<file path="config.mk">
export PLATFORM = sky130hd
export DESIGN_NAME = xmem_bus_master
export DESIGN_NICKNAME = d
export VERILOG_FILES = /design/src/rtl/xmem_pkg.sv /design/src/rtl/xmem_sector_sel.sv /design/src/rtl/xmem_seq.sv /design/src/rtl/xmem_pin_mux.sv /design/src/rtl/xmem_bus_master.sv
export SDC_FILE = /design/constraint.sdc
export NUM_CORES = 1
export LEC_CHECK = 0
export BUFFER_PORTS_ARGS = -buffer_cell sky130_fd_sc_hd__buf_2
export CAP_MARGIN = 25
export CORE_MARGIN = 1
export CORE_UTILIZATION = 47
export DETAILED_ROUTE_END_ITERATION = 10
export GPL_TIMING_DRIVEN = 0
export PLACE_DENSITY = 0.85
export SLEW_MARGIN = 20
export SYNTH_ARGS = -nofsm -noshare
export SYNTH_HDL_FRONTEND = slang
export SYNTH_SLANG_ARGS = --single-unit
</file>
<file path="constraint.sdc">
create_clock -name clk -period 2.4 [get_ports clk]
set_clock_uncertainty 0.2 [all_clocks]
set_input_delay 0 -clock clk [delete_from_list [all_inputs] [get_ports clk]]
set_output_delay 0 -clock clk [all_outputs]
set_load 0.05 [all_outputs]
</file>
<file path="src/rtl/xmem_pkg.sv">
package xmem_pkg;
   typedef enum logic [1:0] {
      XM_IDLE   = 2'd0,
      XM_ADDR   = 2'd1,
      XM_STROBE = 2'd2,
      XM_HOLD   = 2'd3
   } xm_state_e;

   localparam int unsigned CTL_W   = 3;
   localparam int unsigned CTL_ALE = 2;
   localparam int unsigned CTL_WRN = 1;
   localparam int unsigned CTL_RDN = 0;
endpackage

</file>
<file path="src/rtl/xmem_sector_sel.sv">
module xmem_sector_sel #(
   parameter int unsigned LIMIT_W     = 3,
   parameter int unsigned WS_W        = 2,
   parameter int unsigned MAX_STRETCH = 2,
   parameter bit          SPLIT_EN    = 1'b1,
   localparam int unsigned CNT_W      = $clog2(MAX_STRETCH + 1)
) (
   input  logic [LIMIT_W-1:0] addr_top,
   input  logic [LIMIT_W-1:0] cfg_limit,
   input  logic [WS_W-1:0]    cfg_ws_lo,
   input  logic [WS_W-1:0]    cfg_ws_hi,
   output logic [CNT_W-1:0]   stretch,
   output logic               hold
);
   logic            in_upper;
   logic [WS_W-1:0] ws_sel;

   generate
      if (SPLIT_EN) begin : g_split
         assign in_upper = (cfg_limit != '0) && (addr_top >= cfg_limit);
      end else begin : g_flat
         logic unused_cfg;
         assign unused_cfg = ^{addr_top, cfg_limit, cfg_ws_hi};
         assign in_upper = 1'b0;
      end
   endgenerate

   assign ws_sel = in_upper ? cfg_ws_hi : cfg_ws_lo;

   always_comb begin
      if (int'(ws_sel) > int'(MAX_STRETCH)) stretch = CNT_W'(MAX_STRETCH);
      else                                 stretch = CNT_W'(ws_sel);
   end

   assign hold = (ws_sel == {WS_W{1'b1}});
endmodule

</file>
<file path="src/rtl/xmem_seq.sv">
module xmem_seq
   import xmem_pkg::*;
#(
   parameter int unsigned ADDR_W      = 16,
   parameter int unsigned DATA_W      = 8,
   parameter int unsigned MAX_STRETCH = 2,
   localparam int unsigned CNT_W      = $clog2(MAX_STRETCH + 1),
   localparam int unsigned HI_W       = ADDR_W - DATA_W
) (
   input  logic              clk,
   input  logic              rst_n,
   input  logic              enable,
   input  logic              req_valid,
   input  logic              req_write,
   input  logic [ADDR_W-1:0] req_addr,
   input  logic [DATA_W-1:0] req_wdata,
   input  logic [CNT_W-1:0]  stretch_in,
   input  logic              hold_in,
   output logic              req_ready,
   output logic              rsp_valid,
   output logic [DATA_W-1:0] rsp_rdata,
   input  logic [DATA_W-1:0] bus_ad_in,
   output logic [DATA_W-1:0] bus_ad_out,
   output logic [DATA_W-1:0] bus_ad_oe,
   output logic [HI_W-1:0]   bus_hi_out,
   output logic [CTL_W-1:0]  bus_ctl_out
);
   xm_state_e         state;
   logic [CNT_W-1:0]  cnt;
   logic [ADDR_W-1:0] addr_q;
   logic [DATA_W-1:0] wdata_q;
   logic              write_q;
   logic [CNT_W-1:0]  stretch_q;
   logic              hold_q;
   logic              ale, rd_n, wr_n;

   always_ff @(posedge clk or negedge rst_n) begin
      if (!rst_n) begin
         state     <= XM_IDLE;
         cnt       <= '0;
         addr_q    <= '0;
         wdata_q   <= '0;
         write_q   <= 1'b0;
         stretch_q <= '0;
         hold_q    <= 1'b0;
         rsp_valid <= 1'b0;
         rsp_rdata <= '0;
      end else begin
         rsp_valid <= 1'b0;
         if (!enable) begin
            state <= XM_IDLE;
         end else begin
            unique case (state)
               XM_IDLE: if (req_valid) begin
                  addr_q    <= req_addr;
                  wdata_q   <= req_wdata;
                  write_q   <= req_write;
                  stretch_q <= stretch_in;
                  hold_q    <= hold_in;
                  state     <= XM_ADDR;
               end
               XM_ADDR: begin
                  cnt   <= '0;
                  state <= XM_STROBE;
               end
               XM_STROBE: begin
                  if (cnt == stretch_q) begin
                     if (!write_q) begin
                        rsp_rdata <= bus_ad_in;
                        rsp_valid <= 1'b1;
                     end
                     state <= hold_q ? XM_HOLD : XM_IDLE;
                  end else begin
                     cnt <= cnt + 1'b1;
                  end
               end
               default: state <= XM_IDLE;
            endcase
         end
      end
   end

   assign req_ready  = (state == XM_IDLE) && enable;
   assign ale        = (state == XM_ADDR);
   assign rd_n       = !((state == XM_STROBE) && !write_q);
   assign wr_n       = !((state == XM_STROBE) && write_q);
   assign bus_ad_out = (state == XM_STROBE) ? wdata_q : addr_q[DATA_W-1:0];
   assign bus_ad_oe  = (ale || !wr_n) ? {DATA_W{1'b1}} : '0;
   assign bus_hi_out = addr_q[ADDR_W-1:DATA_W];

   always_comb begin
      bus_ctl_out          = '0;
      bus_ctl_out[CTL_ALE] = ale;
      bus_ctl_out[CTL_WRN] = wr_n;
      bus_ctl_out[CTL_RDN] = rd_n;
   end

   p_ale_no_strobe_r4: assert property (@(posedge clk) disable iff (!rst_n)
      ale |-> (rd_n && wr_n));
   p_strobe_follows_ale_r4: assert property (@(posedge clk) disable iff (!rst_n)
      $fell(rd_n && wr_n) |-> $past(ale));
   p_single_strobe_r7: assert property (@(posedge clk) disable iff (!rst_n)
      !(!rd_n && !wr_n));
   p_read_tristate_r8: assert property (@(posedge clk) disable iff (!rst_n)
      !rd_n |-> (bus_ad_oe == '0));
   p_rsp_after_read_r8: assert property (@(posedge clk) disable iff (!rst_n)
      rsp_valid |-> $past(!rd_n));
   p_off_is_idle_r9: assert property (@(posedge clk) disable iff (!rst_n)
      !enable |=> (rd_n && wr_n && !ale));
endmodule

</file>
<file path="src/rtl/xmem_pin_mux.sv">
module xmem_pin_mux #(
   parameter int unsigned W = 8
) (
   input  logic         own,
   input  logic [W-1:0] bus_out,
   input  logic [W-1:0] bus_oe,
   input  logic [W-1:0] port_out,
   input  logic [W-1:0] port_oe,
   output logic [W-1:0] pad_out,
   output logic [W-1:0] pad_oe
);
   generate
      for (genvar b = 0; b < W; b++) begin : g_bit
         assign pad_out[b] = own ? bus_out[b] : port_out[b];
         assign pad_oe[b]  = own ? bus_oe[b]  : port_oe[b];
      end
   endgenerate
endmodule

</file>
<file path="src/rtl/xmem_bus_master.sv">
module xmem_bus_master
   import xmem_pkg::*;
#(
   parameter int unsigned ADDR_W      = 16,
   parameter int unsigned DATA_W      = 8,
   parameter int unsigned LIMIT_W     = 3,
   parameter int unsigned WS_W        = 2,
   parameter int unsigned MAX_STRETCH = 2,
   parameter bit          SPLIT_EN    = 1'b1,
   localparam int unsigned HI_W       = ADDR_W - DATA_W,
   localparam int unsigned CNT_W      = $clog2(MAX_STRETCH + 1)
) (
   input  logic              clk,
   input  logic              rst_n,
   input  logic              cfg_en,
   input  logic [LIMIT_W-1:0] cfg_limit,
   input  logic [WS_W-1:0]   cfg_ws_lo,
   input  logic [WS_W-1:0]   cfg_ws_hi,
   input  logic              req_valid,
   input  logic              req_write,
   input  logic [ADDR_W-1:0] req_addr,
   input  logic [DATA_W-1:0] req_wdata,
   output logic              req_ready,
   output logic              rsp_valid,
   output logic [DATA_W-1:0] rsp_rdata,
   input  logic [DATA_W-1:0] port_ad_out,
   input  logic [DATA_W-1:0] port_ad_oe,
   input  logic [HI_W-1:0]   port_hi_out,
   input  logic [HI_W-1:0]   port_hi_oe,
   input  logic [CTL_W-1:0]  port_ctl_out,
   input  logic [CTL_W-1:0]  port_ctl_oe,
   input  logic [DATA_W-1:0] pad_ad_in,
   output logic [DATA_W-1:0] pad_ad_out,
   output logic [DATA_W-1:0] pad_ad_oe,
   output logic [HI_W-1:0]   pad_hi_out,
   output logic [HI_W-1:0]   pad_hi_oe,
   output logic [CTL_W-1:0]  pad_ctl_out,
   output logic [CTL_W-1:0]  pad_ctl_oe
);
   generate
      if (ADDR_W <= DATA_W) begin : g_bad_width
         $error("xmem_bus_master: ADDR_W must exceed DATA_W");
      end
      if (LIMIT_W == 0 || LIMIT_W > ADDR_W) begin : g_bad_limit
         $error("xmem_bus_master: LIMIT_W out of range");
      end
      if (MAX_STRETCH < 1) begin : g_bad_stretch
         $error("xmem_bus_master: MAX_STRETCH must be at least 1");
      end
   endgenerate

   logic [CNT_W-1:0]  stretch;
   logic              hold;
   logic [DATA_W-1:0] bus_ad_out, bus_ad_oe;
   logic [HI_W-1:0]   bus_hi_out;
   logic [CTL_W-1:0]  bus_ctl_out;

   xmem_sector_sel #(
      .LIMIT_W(LIMIT_W), .WS_W(WS_W), .MAX_STRETCH(MAX_STRETCH), .SPLIT_EN(SPLIT_EN)
   ) u_sector (
      .addr_top (req_addr[ADDR_W-1 -: LIMIT_W]),
      .cfg_limit(cfg_limit),
      .cfg_ws_lo(cfg_ws_lo),
      .cfg_ws_hi(cfg_ws_hi),
      .stretch  (stretch),
      .hold     (hold)
   );

   xmem_seq #(
      .ADDR_W(ADDR_W), .DATA_W(DATA_W), .MAX_STRETCH(MAX_STRETCH)
   ) u_seq (
      .clk        (clk),
      .rst_n      (rst_n),
      .enable     (cfg_en),
      .req_valid  (req_valid),
      .req_write  (req_write),
      .req_addr   (req_addr),
      .req_wdata  (req_wdata),
      .stretch_in (stretch),
      .hold_in    (hold),
      .req_ready  (req_ready),
      .rsp_valid  (rsp_valid),
      .rsp_rdata  (rsp_rdata),
      .bus_ad_in  (pad_ad_in),
      .bus_ad_out (bus_ad_out),
      .bus_ad_oe  (bus_ad_oe),
      .bus_hi_out (bus_hi_out),
      .bus_ctl_out(bus_ctl_out)
   );

   xmem_pin_mux #(.W(DATA_W)) u_mux_ad (
      .own(cfg_en), .bus_out(bus_ad_out), .bus_oe(bus_ad_oe),
      .port_out(port_ad_out), .port_oe(port_ad_oe),
      .pad_out(pad_ad_out), .pad_oe(pad_ad_oe)
   );

   xmem_pin_mux #(.W(HI_W)) u_mux_hi (
      .own(cfg_en), .bus_out(bus_hi_out), .bus_oe({HI_W{1'b1}}),
      .port_out(port_hi_out), .port_oe(port_hi_oe),
      .pad_out(pad_hi_out), .pad_oe(pad_hi_oe)
   );

   xmem_pin_mux #(.W(CTL_W)) u_mux_ctl (
      .own(cfg_en), .bus_out(bus_ctl_out), .bus_oe({CTL_W{1'b1}}),
      .port_out(port_ctl_out), .port_oe(port_ctl_oe),
      .pad_out(pad_ctl_out), .pad_oe(pad_ctl_oe)
   );

   p_pins_owned_r1: assert property (@(posedge clk) disable iff (!rst_n)
      cfg_en |-> (pad_hi_oe == {HI_W{1'b1}} && pad_ctl_oe == {CTL_W{1'b1}}));
   p_pins_released_r2: assert property (@(posedge clk) disable iff (!rst_n)
      !cfg_en |-> (pad_ad_oe == port_ad_oe && pad_hi_out == port_hi_out &&
                   pad_ctl_out == port_ctl_out));
   p_ready_needs_en_r9: assert property (@(posedge clk) disable iff (!rst_n)
      req_ready |-> cfg_en);
endmodule

</file>
# ---- Word level (Yosys, flattened, before mapping)
# Cells that the tools add are included.
# Widths: inputs -> output; s select.
dict set report totals {
  output_inout_bits 48
  mem_bits_rw 0
  regBits 41
  elab_cells 88
  inputBits 82
  n_memories 0
  latchBits 0
  rom_bits 0
}
dict set report op_classes {
  shift 0
  bitwise_logic 1
  n_reduce_logical 15
  n_mul 0
  muxes 53
  addsub 1
  order_cmp 2
  div_mod_pow 0
  eq_ne 7
}
# cell count
set ops {}
lappend ops {{$mux 1} 42}
lappend ops {{$mux 8} 2}
lappend ops {{$mux 2} 7}
lappend ops {{$pmux 2 s3} 1}
lappend ops {{$reduce_and 3->1} 2}
lappend ops {{$eq 2x2->1 const B} 2}
lappend ops {{$logic_and 1x1->1} 4}
lappend ops {{$pmux 2 s2} 1}
lappend ops {{$reduce_and 4->1} 1}
lappend ops {{$ge 3x3->1} 1}
lappend ops {{$logic_not 1->1} 3}
lappend ops {{$ne 3x2->1 const B} 1}
lappend ops {{$ne 3x3->1 const B} 1}
lappend ops {{$reduce_bool 3->1} 1}
lappend ops {{$add 2x1->2 const B} 1}
lappend ops {{$eq 2x1->1 const B} 1}
lappend ops {{$eq 2x2->1} 1}
lappend ops {{$gt 2x2->1 const B} 1}
lappend ops {{$logic_not 2->1} 1}
lappend ops {{$ne 2x2->1 const B} 1}
lappend ops {{$reduce_and 2->1} 1}
lappend ops {{$reduce_bool 2->1} 1}
lappend ops {{$logic_or 1x1->1} 1}
lappend ops {{$not 1->1} 1}

# ---- Logic depth before layout (Yosys ltp)
# Gate-level depths: netlist (run 1).
dict set report logic_depth {
  word_depth 5
  depth_mapped 6
  ltp_nobuf 6
}

# ---- Cells and area by module
# Synthesis (run 1) repeated with hierarchy kept, for this count alone.
dict set report unflattened {
  cells_unflattened 208
  hier_area_um2 2812.7
}
# mod seq_area_each_um2 area_per_inst_um2 cells_each n_inst
set by_module_without_submodules {}
lappend by_module_without_submodules {xmem_seq 1026.0 2073.2 146 1}
lappend by_module_without_submodules {{xmem_pin_mux (u_mux_ad ...)} 0.0 249.0 18 2}
lappend by_module_without_submodules {xmem_sector_sel 0.0 136.4 18 1}
lappend by_module_without_submodules {{xmem_pin_mux (u_mux_ctl)} 0.0 101.3 7 1}
lappend by_module_without_submodules {xmem_bus_master 0.0 3.8 1 1}

# ---- Least setup slack after synthesis (run 1)
# OpenSTA, ideal clock, no wires.
dict set report synth_path {
  path_type {reg2out}
  start {reg u_seq.state[0]}
  end {out pad_ad_out[0]}
  path_stages_with_launch 5
  required_time_ns 2.200
  arrival_ns 1.642
  slack_ns 0.558
  n_path_buf 1
  cell_sequence {dfrtp_1 > nand2b_1 > buf_4 > mux2i_1 > a21oi_1}
}
dict set report synth_between {
  elab_chain_len 3
}
# element line
set synth_lines {}
lappend synth_lines {{start: declaration} xmem_seq.sv:28} ;# xm_state_e state;
lappend synth_lines {{start signal: assignment} xmem_seq.sv:72} ;# state <= hold_q ? XM_HOLD : XM_IDLE;
lappend synth_lines {{$eq 2x2->1} xmem_seq.sv:87} ;# assign bus_ad_out = (state == XM_STROBE) ? wdata_q : addr_q[DATA_W-1:0];
lappend synth_lines {{$mux 8} xmem_seq.sv:87}
lappend synth_lines {{$mux 1} xmem_pin_mux.sv:14} ;# assign pad_out[b] = own ? bus_out[b] : port_out[b];
lappend synth_lines {{end: declaration} xmem_bus_master.sv:33} ;# output logic [DATA_W-1:0] pad_ad_out,
# No other way between the ends.

# ---- Worst setup path after layout (run 1)
dict set report layout_path {
  start {in req_addr[15]}
  end {reg u_seq.stretch_q[1]}
}
dict set report layout_between {
  elab_chain_len 5
}
# element line
set layout_lines {}
lappend layout_lines {{start: declaration} xmem_bus_master.sv:21} ;# input logic [ADDR_W-1:0] req_addr,
lappend layout_lines {{$ge 3x3->1 *} xmem_sector_sel.sv:20} ;# assign in_upper = (cfg_limit != '0) && (addr_top >= cfg_limit);
lappend layout_lines {{$logic_and 1x1->1 *} xmem_sector_sel.sv:20}
lappend layout_lines {{$mux 2 *} xmem_sector_sel.sv:28} ;# assign ws_sel = in_upper ? cfg_ws_hi : cfg_ws_lo;
lappend layout_lines {{$gt 2x2->1} xmem_sector_sel.sv:31} ;# if (int'(ws_sel) > int'(MAX_STRETCH)) stretch = CNT_W'(MAX_STRETCH);
lappend layout_lines {{$mux 2 *} xmem_sector_sel.sv:31}
lappend layout_lines {{end signal: assignment} xmem_seq.sv:58} ;# stretch_q <= stretch_in;
lappend layout_lines {{end: declaration} xmem_seq.sv:33} ;# logic [CNT_W-1:0] stretch_q;
# Every way passes the cells marked *; elsewhere a longest branch is shown, timed or not.
# A chain may end at the register's enable or synchronous reset.

==> impl_metrics.py, run 1 <==
metrics = {
    "status": {
        "status": "finished with violations",
        "violations": "DRC",
    },
    "global_routing": {
        "grt_antenna_before_repair": 0,
        "grt_max_degree": 42,
        "grt_pass1_wl_um": 10100,
        "grt_overflow": 0,
        "grt_pass1_vias": 2161,
        "track_usage_pct": 26.0,
    },
    "pwr": {
        "p_leak_nw": 1.84,
        "ir_drop_v": 0.000471,
        "power_density_nw_per_um2": 746,
    },
    "final_layout": {
        "regArea_um2": 1030,
        "area_growth_syn_to_layout_pct": 57.3,
        "multi_input_area_um2": 1100,
        "fillers": 288,
        "drive_gt1_share_pct": 51.5,
        "fin_nets": 473,
        "n_antenna_cell": 0,
    },
    "placed_design": {
        "portBuffers": 129,
        "post-dp-hpwl_um": 4000,
        "gp_congestion": 0.834,
        "place_ws_ns": 0.571,
    },
    "yosys": {
        "ys_types": 35,
        "synth_warnings": 0,
        "yosysTopAreaCellShare_pct": 45.7,
        "syn_nets": 291,
        "synth_seq_area_share_pct": 45.7,
        "synth_top_area_cell": "dfrtp_1",
        "synth.avg_cell_area_um2": 10.9,
        "synthSimpleGateAreaFrac_pct": 13.2,
        "synth-xor-area-share_pct": 0.781,
        "netlist_area_um2": 2240,
        "synth_fa_ha_area_share_pct": 1.67,
        "synth_top_family_by_area": "multiplexers",
        "synth_common_cells": "41 x dfrtp_1, 41 x mux2_2, 16 x inv_1, 16 x nor2_1, 11 x or2_2",
        "yosys_most_used_dff": "dfrtp_1",
        "synth_area_leaders": "dfrtp_1 46%, mux2_2 21%, mux2i_1 3.6%",
        "synth_compound_area_share_pct": 9.37,
        "muxShareOfSynthArea_pct": 24.1,
        "synth_edf_count": 0,
        "synthArstFlopShare_pct": 100,
        "ys_ff_latch": 41,
        "synth_cells": 206,
    },
    "cts": {
        "h-tree-depth": 2,
        "cts_max_path_buffers": 2,
        "ctsResizeCount": 0,
        "cts-root-buf": "clkbuf_8",
        "cts.sinks": 41,
        "clk_pin_slew_ns": 0.08,
        "postCtsSetupBuffers": 0,
        "clkLatencyLatePin_ns": 0.29,
        "holdBufCountCts": 44,
        "cts_buffers": 5,
        "cts_tree": "done",
    },
    "timing": {
        "tightest_slew_ns": 0.520,
        "min_period_ns": 2.26,
        "setup_violations": 0,
        "setup_ws_ns": 0.141,
        "hold_viol": 0,
        "maxSlewHeadroom_pct": 65.3,
        "post-route-period-util_pct": 94.1,
        "maxSlewViolCount": 0,
        "max_freq_mhz": 443,
        "rsz0062_at_grt": "false",
        "tns_ns": 0,
    },
    "setup_path": {
        "reg2reg_to": "u_seq.stretch_q[1]",
        "cp_data_arrival_time_ns": 2.24,
        "end_kind": "register",
        "rr_worst_depth": 5,
        "cp.required_ns": 2.38,
        "critPathKind": "input pin to register",
        "cp_max_fo": 5,
        "critPathLaunchType": "input pin",
        "reg2reg_slack_ns": 0.16,
        "r2r_start": "u_seq.state[0]",
    },
    "job": {
        "max_cap_violations": 0,
    },
    "routing": {
        "via_count": 2220,
        "top_layer_used": "met4",
        "routed_wl_um": 6280,
        "viasPerCell": 5.05,
        "met3WireLength_um": 361,
        "drt-met1-wl_um": 2520,
        "drt-pass1-iter-count": 7,
        "route.met2.wl_um": 3300,
        "wl_per_cell_um": 14.3,
        "antenna_left": 0,
        "drc": 9,
        "drt_iter0_markers": 125,
    },
    "floorplanning": {
        "core_um2": 4470,
        "die_w_um": 71.1,
        "design.portCount": 130,
        "num_rows": 24,
        "die_h_um": 71.1,
        "start_util_pct": 50.1,
        "die_area_um2": 5050,
    },
    "min_path": {
        "min_from": "cfg_en",
        "hp-class": "input pin to register",
        "hold_depth": 4,
        "min_to": "u_seq.stretch_q[0]",
    },
}
## where the power goes
| part | total [mW] | leakage, nW | internal (mW) | switching [mW] |
|---|---|---|---|---|
| combinational | 1.14 | 1.28 | 0.422 | 0.713 |
| clock | 0.538 | 0.0540 | 0.302 | 0.236 |
| sequential | 0.960 | 0.505 | 0.858 | 0.102 |
## critical path, stage by stage
cell and delay, ns:
dlygate4sd3_1 0.53, buf_2 0.13, ha_1 0.28, a21o_1 0.15, a31oi_1 0.34, o31a_1 0.19
a21oi_1 0.06, dlygate4sd3_1 0.55
## layer usage
metal	GRT usage, %	vias up
met3	5.98	12
met4	8.44	0
met1	30.4	1030
met2	47.2	94
li1	-	1084
met5	0	-
## metrics by stage
step | util, % | std cells | power (mW) | cell area [µm²] | hold slack [ns]
after floorplan | - | 206 | 1.76 | 2240 | -0.496
after global placement | 66.0 | 387 | 2.00 | 2950 | -0.0173
after detailed placement | 66.0 | 387 | 2.03 | 2950 | -0.00924
after CTS | 78.2 | 438 | 2.63 | 3500 | 0.0226
after global routing | 78.9 | 440 | 2.76 | 3530 | 0.0976
final | 78.9 | 440 | 2.63 | 3530 | 0.0332
## placed cells by master (no fill, tap or decap), types with 2 or more instances in the layout
cell type,count
a21o_1,2
a21oi_1,10
a22o_1,2
a31oi_1,3
buf_2,134
buf_4,2
clkbuf_1,4
clkbuf_8,5
dfrtp_1,41
dlygate4sd3_1,45
ha_1,3
inv_1,16
mux2_2,41
mux2i_1,8
nand2_1,6
nand2b_1,3
nand4_1,2
nor2_1,16
nor2b_1,2
nor3_1,2
o21ai_0,10
or2_2,11
or4_1,2
xnor2_1,2
## layout make-up
cell class,instances,share of cell area [%]
flip-flops and latches,41,29.1
well taps,52,1.84
repair buffers,175,31.6
inverters,16,1.70
multi-input cells,138,31.2
clock inverters,2,0.993
plain buffers,11,1.56
clock buffers,5,1.95
## flip-flops by register name, summed over array words and instances (netlist names)
name,flops
u_seq.hold_q,1
u_seq.write_q,1
u_seq.state,2
u_seq.wdata_q,8
u_seq.stretch_q,2
u_seq.rsp_rdata,8
u_seq.addr_q,16
u_seq.rsp_valid,1
u_seq.cnt,2
## cell families after synthesis
group | count (synthesis)
adders and majority gates | 3
muxes | 49
buffers and inverters | 27
and+or+nand+nor | 50
xor gates and xnor gates | 2
AOI/OAI and AO/OA | 34
DFF | 41
## worst max path at each step
stage,startpoint,to,slack (ns),cells after the start
6_report,req_addr[15],u_seq.stretch_q[1],0.14,8
5_1_grt,req_addr[15],u_seq.stretch_q[1],0.03,8
4_1_cts,req_addr[15],u_seq.stretch_q[1],0.16,8
3_5_place_dp,u_seq.state[0],u_seq.addr_q[6],0.57,3
3_3_place_gp,u_seq.state[0],u_seq.addr_q[14],0.63,3
2_1_floorplan,u_seq.state[0],pad_ad_out[0],0.56,4
Power figures use the tool's default switching activity.
==> run 2: changes to the inputs <==
Settings changed: SETUP_SLACK_MARGIN from default to 0.5.
==> impl_metrics.py, run 2 (same netlist as run 1, synthesis figures left out) <==
metrics = {
    "timing": {
        "tightest_slew_ns": 0.506,
        "post-route-period-util_pct": 77.9,
        "hold_viol": 1,
        "hold-worst-slack_ns": -0.00789,
        "setup_violations": 0,
        "maxSlewHeadroom_pct": 66.3,
        "maxSlewViolCount": 0,
        "min_period_ns": 1.87,
        "tns_ns": 0,
        "rsz0062_at_grt": "true",
        "max_freq_mhz": 535,
    },
    "cts": {
        "h-tree-depth": 2,
        "cts_buffers": 5,
        "clk_pin_slew_ns": 0.08,
        "cts_tree": "done",
        "clkLatencyLatePin_ns": 0.29,
        "cts-root-buf": "clkbuf_8",
        "cts_max_path_buffers": 2,
        "postCtsSetupBuffers": 0,
        "cts.sinks": 41,
    },
    "setup_path": {
        "critical_path.top_delay_family": "flip-flops",
        "cp.depth": 5,
        "reg2reg_slack_ns": 0.56,
        "r2r_start": "u_seq.state[0]",
        "cp_slowest_stage_delay_ns": 0.47,
        "slowest_stage": "dfrtp_2",
        "cp_data_arrival_time_ns": 1.67,
        "critPathLaunchType": "register",
        "reg2reg_to": "u_seq.addr_q[6]",
        "end_kind": "primary output",
        "crit_path_frequent_cell": "buf_2",
        "cp.buffers_inverters": 2,
        "rr_worst_depth": 3,
        "critical_path.cell_chain": "nand2b_4, buf_2, mux2i_1, a21oi_1, buf_2",
        "cp_max_fo": 8,
        "critPathKind": "register to primary output",
        "cp.required_ns": 2.20,
    },
    "global_routing": {
        "grt_pass1_vias": 2184,
        "grt_antenna_before_repair": 0,
        "track_usage_pct": 26.5,
        "grt_pass1_wl_um": 10200,
        "grt_overflow": 0,
        "grt_max_degree": 42,
    },
    "pwr": {
        "p_leak_nw": 1.85,
        "power.internal_mw": 1.60,
        "combPwrFrac_pct": 43.7,
        "pwr-share-seq_pct": 36.1,
        "power_density_nw_per_um2": 741,
        "switchingPower_mw": 1.06,
        "ir_drop_v": 0.000474,
        "switching_share_pct": 39.9,
        "clkPwrFrac_pct": 20.1,
    },
    "final_layout": {
        "fin_area_um2": 3590,
        "drive_gt1_share_pct": 53.1,
        "fin_nets": 473,
        "largestRegisters": "u_seq.addr_q (16), u_seq.rsp_rdata (8), u_seq.wdata_q (8)",
        "regArea_um2": 1030,
        "fin_util_pct": 80.3,
        "regMostFlops": "u_seq.addr_q",
        "n_antenna_cell": 0,
        "area_growth_syn_to_layout_pct": 60.2,
        "final_common_cell": "buf_2",
        "layout_common_cells": "121 x buf_2, 44 x dlygate4sd3_1, 41 x mux2_2",
        "largest_register_ffs": 16,
        "fillers": 293,
        "multi_input_area_um2": 1130,
    },
    "routing": {
        "drt_iter0_markers": 100,
        "antenna_left": 0,
        "drt-pass1-iter-count": 8,
        "viasPerCell": 5.10,
        "routed_wl_um": 6650,
        "via_count": 2245,
        "drc": 9,
        "wl_per_cell_um": 15.1,
    },
    "floorplanning": {
        "start_util_pct": 50.1,
        "die_h_um": 71.1,
        "design.portCount": 130,
        "core_um2": 4470,
        "die_area_um2": 5050,
        "num_rows": 24,
        "die_w_um": 71.1,
    },
    "min_path": {
        "min_to": "u_seq.stretch_q[0]",
        "min_from": "cfg_en",
        "hold_depth": 4,
        "hp-class": "input pin to register",
    },
    "status": {
        "status": "finished with violations",
        "violations": "DRC, hold timing",
    },
    "placed_design": {
        "post-dp-hpwl_um": 4000,
        "gp_congestion": 0.834,
        "dpl_cell_area_um2": 2950,
        "portBuffers": 129,
    },
    "job": {
        "max_cap_violations": 0,
    },
}
-- run 2: worst register-to-register path: cells and delay by family (launching register included) --
kind	cells	cell delay (ns)
flops	1	0.47
buf+inv	1	0.30
mux	1	0.39
simple gates	1	0.36
-- run 2: repair_timing --
item,in CTS,in global routing
endpoints found under the setup margin,8,18
pin swaps,0,1
gates cloned,0,1
hold buffers,43,1
gates resized for setup,12,13
endpoints found under the hold margin,78,10
-- run 2: worst max-delay path by stage --
stage                   startpoint                 end  slack, ns
floorplan           u_seq.state[0]       pad_ad_out[0]       0.56
global placement    u_seq.state[0]    u_seq.addr_q[14]       0.63
detailed placement  u_seq.state[0]     u_seq.addr_q[6]       0.57
CTS                   cfg_limit[0]  u_seq.stretch_q[0]       0.51
global route          cfg_limit[0]  u_seq.stretch_q[0]       0.46
finish              u_seq.state[0]       pad_ad_out[0]       0.53
-- run 2: routing by layer --
metal	vias to the layer above	track usage (%)	routed length (µm)
met2	86	50.0	3580
met3	10	5.84	347
met4	0	7.11	102
met1	1065	30.1	2620
met5	-	0	0
li1	1084	-	-
-- run 2: cell type report --
cell class                 count  share of cell area, %
clock buffer                   5                   1.91
multi-input combinational    138                   31.5
buffer                        11                   1.64
tap                           52                   1.81
inverter                      16                   1.67
sequential                    41                   28.6
clock inverter                 2                  0.975
timing repair buffer         175                   31.9
-- run 2: per-stage QoR --
stage / setup slack, ns / total power, mW / instances
2_1_floorplan: 0.558 / 1.76 / 206
5_1_grt: 0.455 / 2.79 / 440
6_report: 0.531 / 2.66 / 440
3_5_place_dp: 0.571 / 2.03 / 387
4_1_cts: 0.509 / 2.64 / 437
3_3_place_gp: 0.627 / 2.00 / 387
-- run 2: power groups by stage --
stage	sequential [mW]	combinational [mW]	clock [mW]
global route	0.985	1.23	0.578
global placement	0.957	1.04	0
CTS	0.956	1.13	0.550
detailed placement	0.969	1.06	0
finish	0.962	1.16	0.536
floorplan	1.10	0.659	0
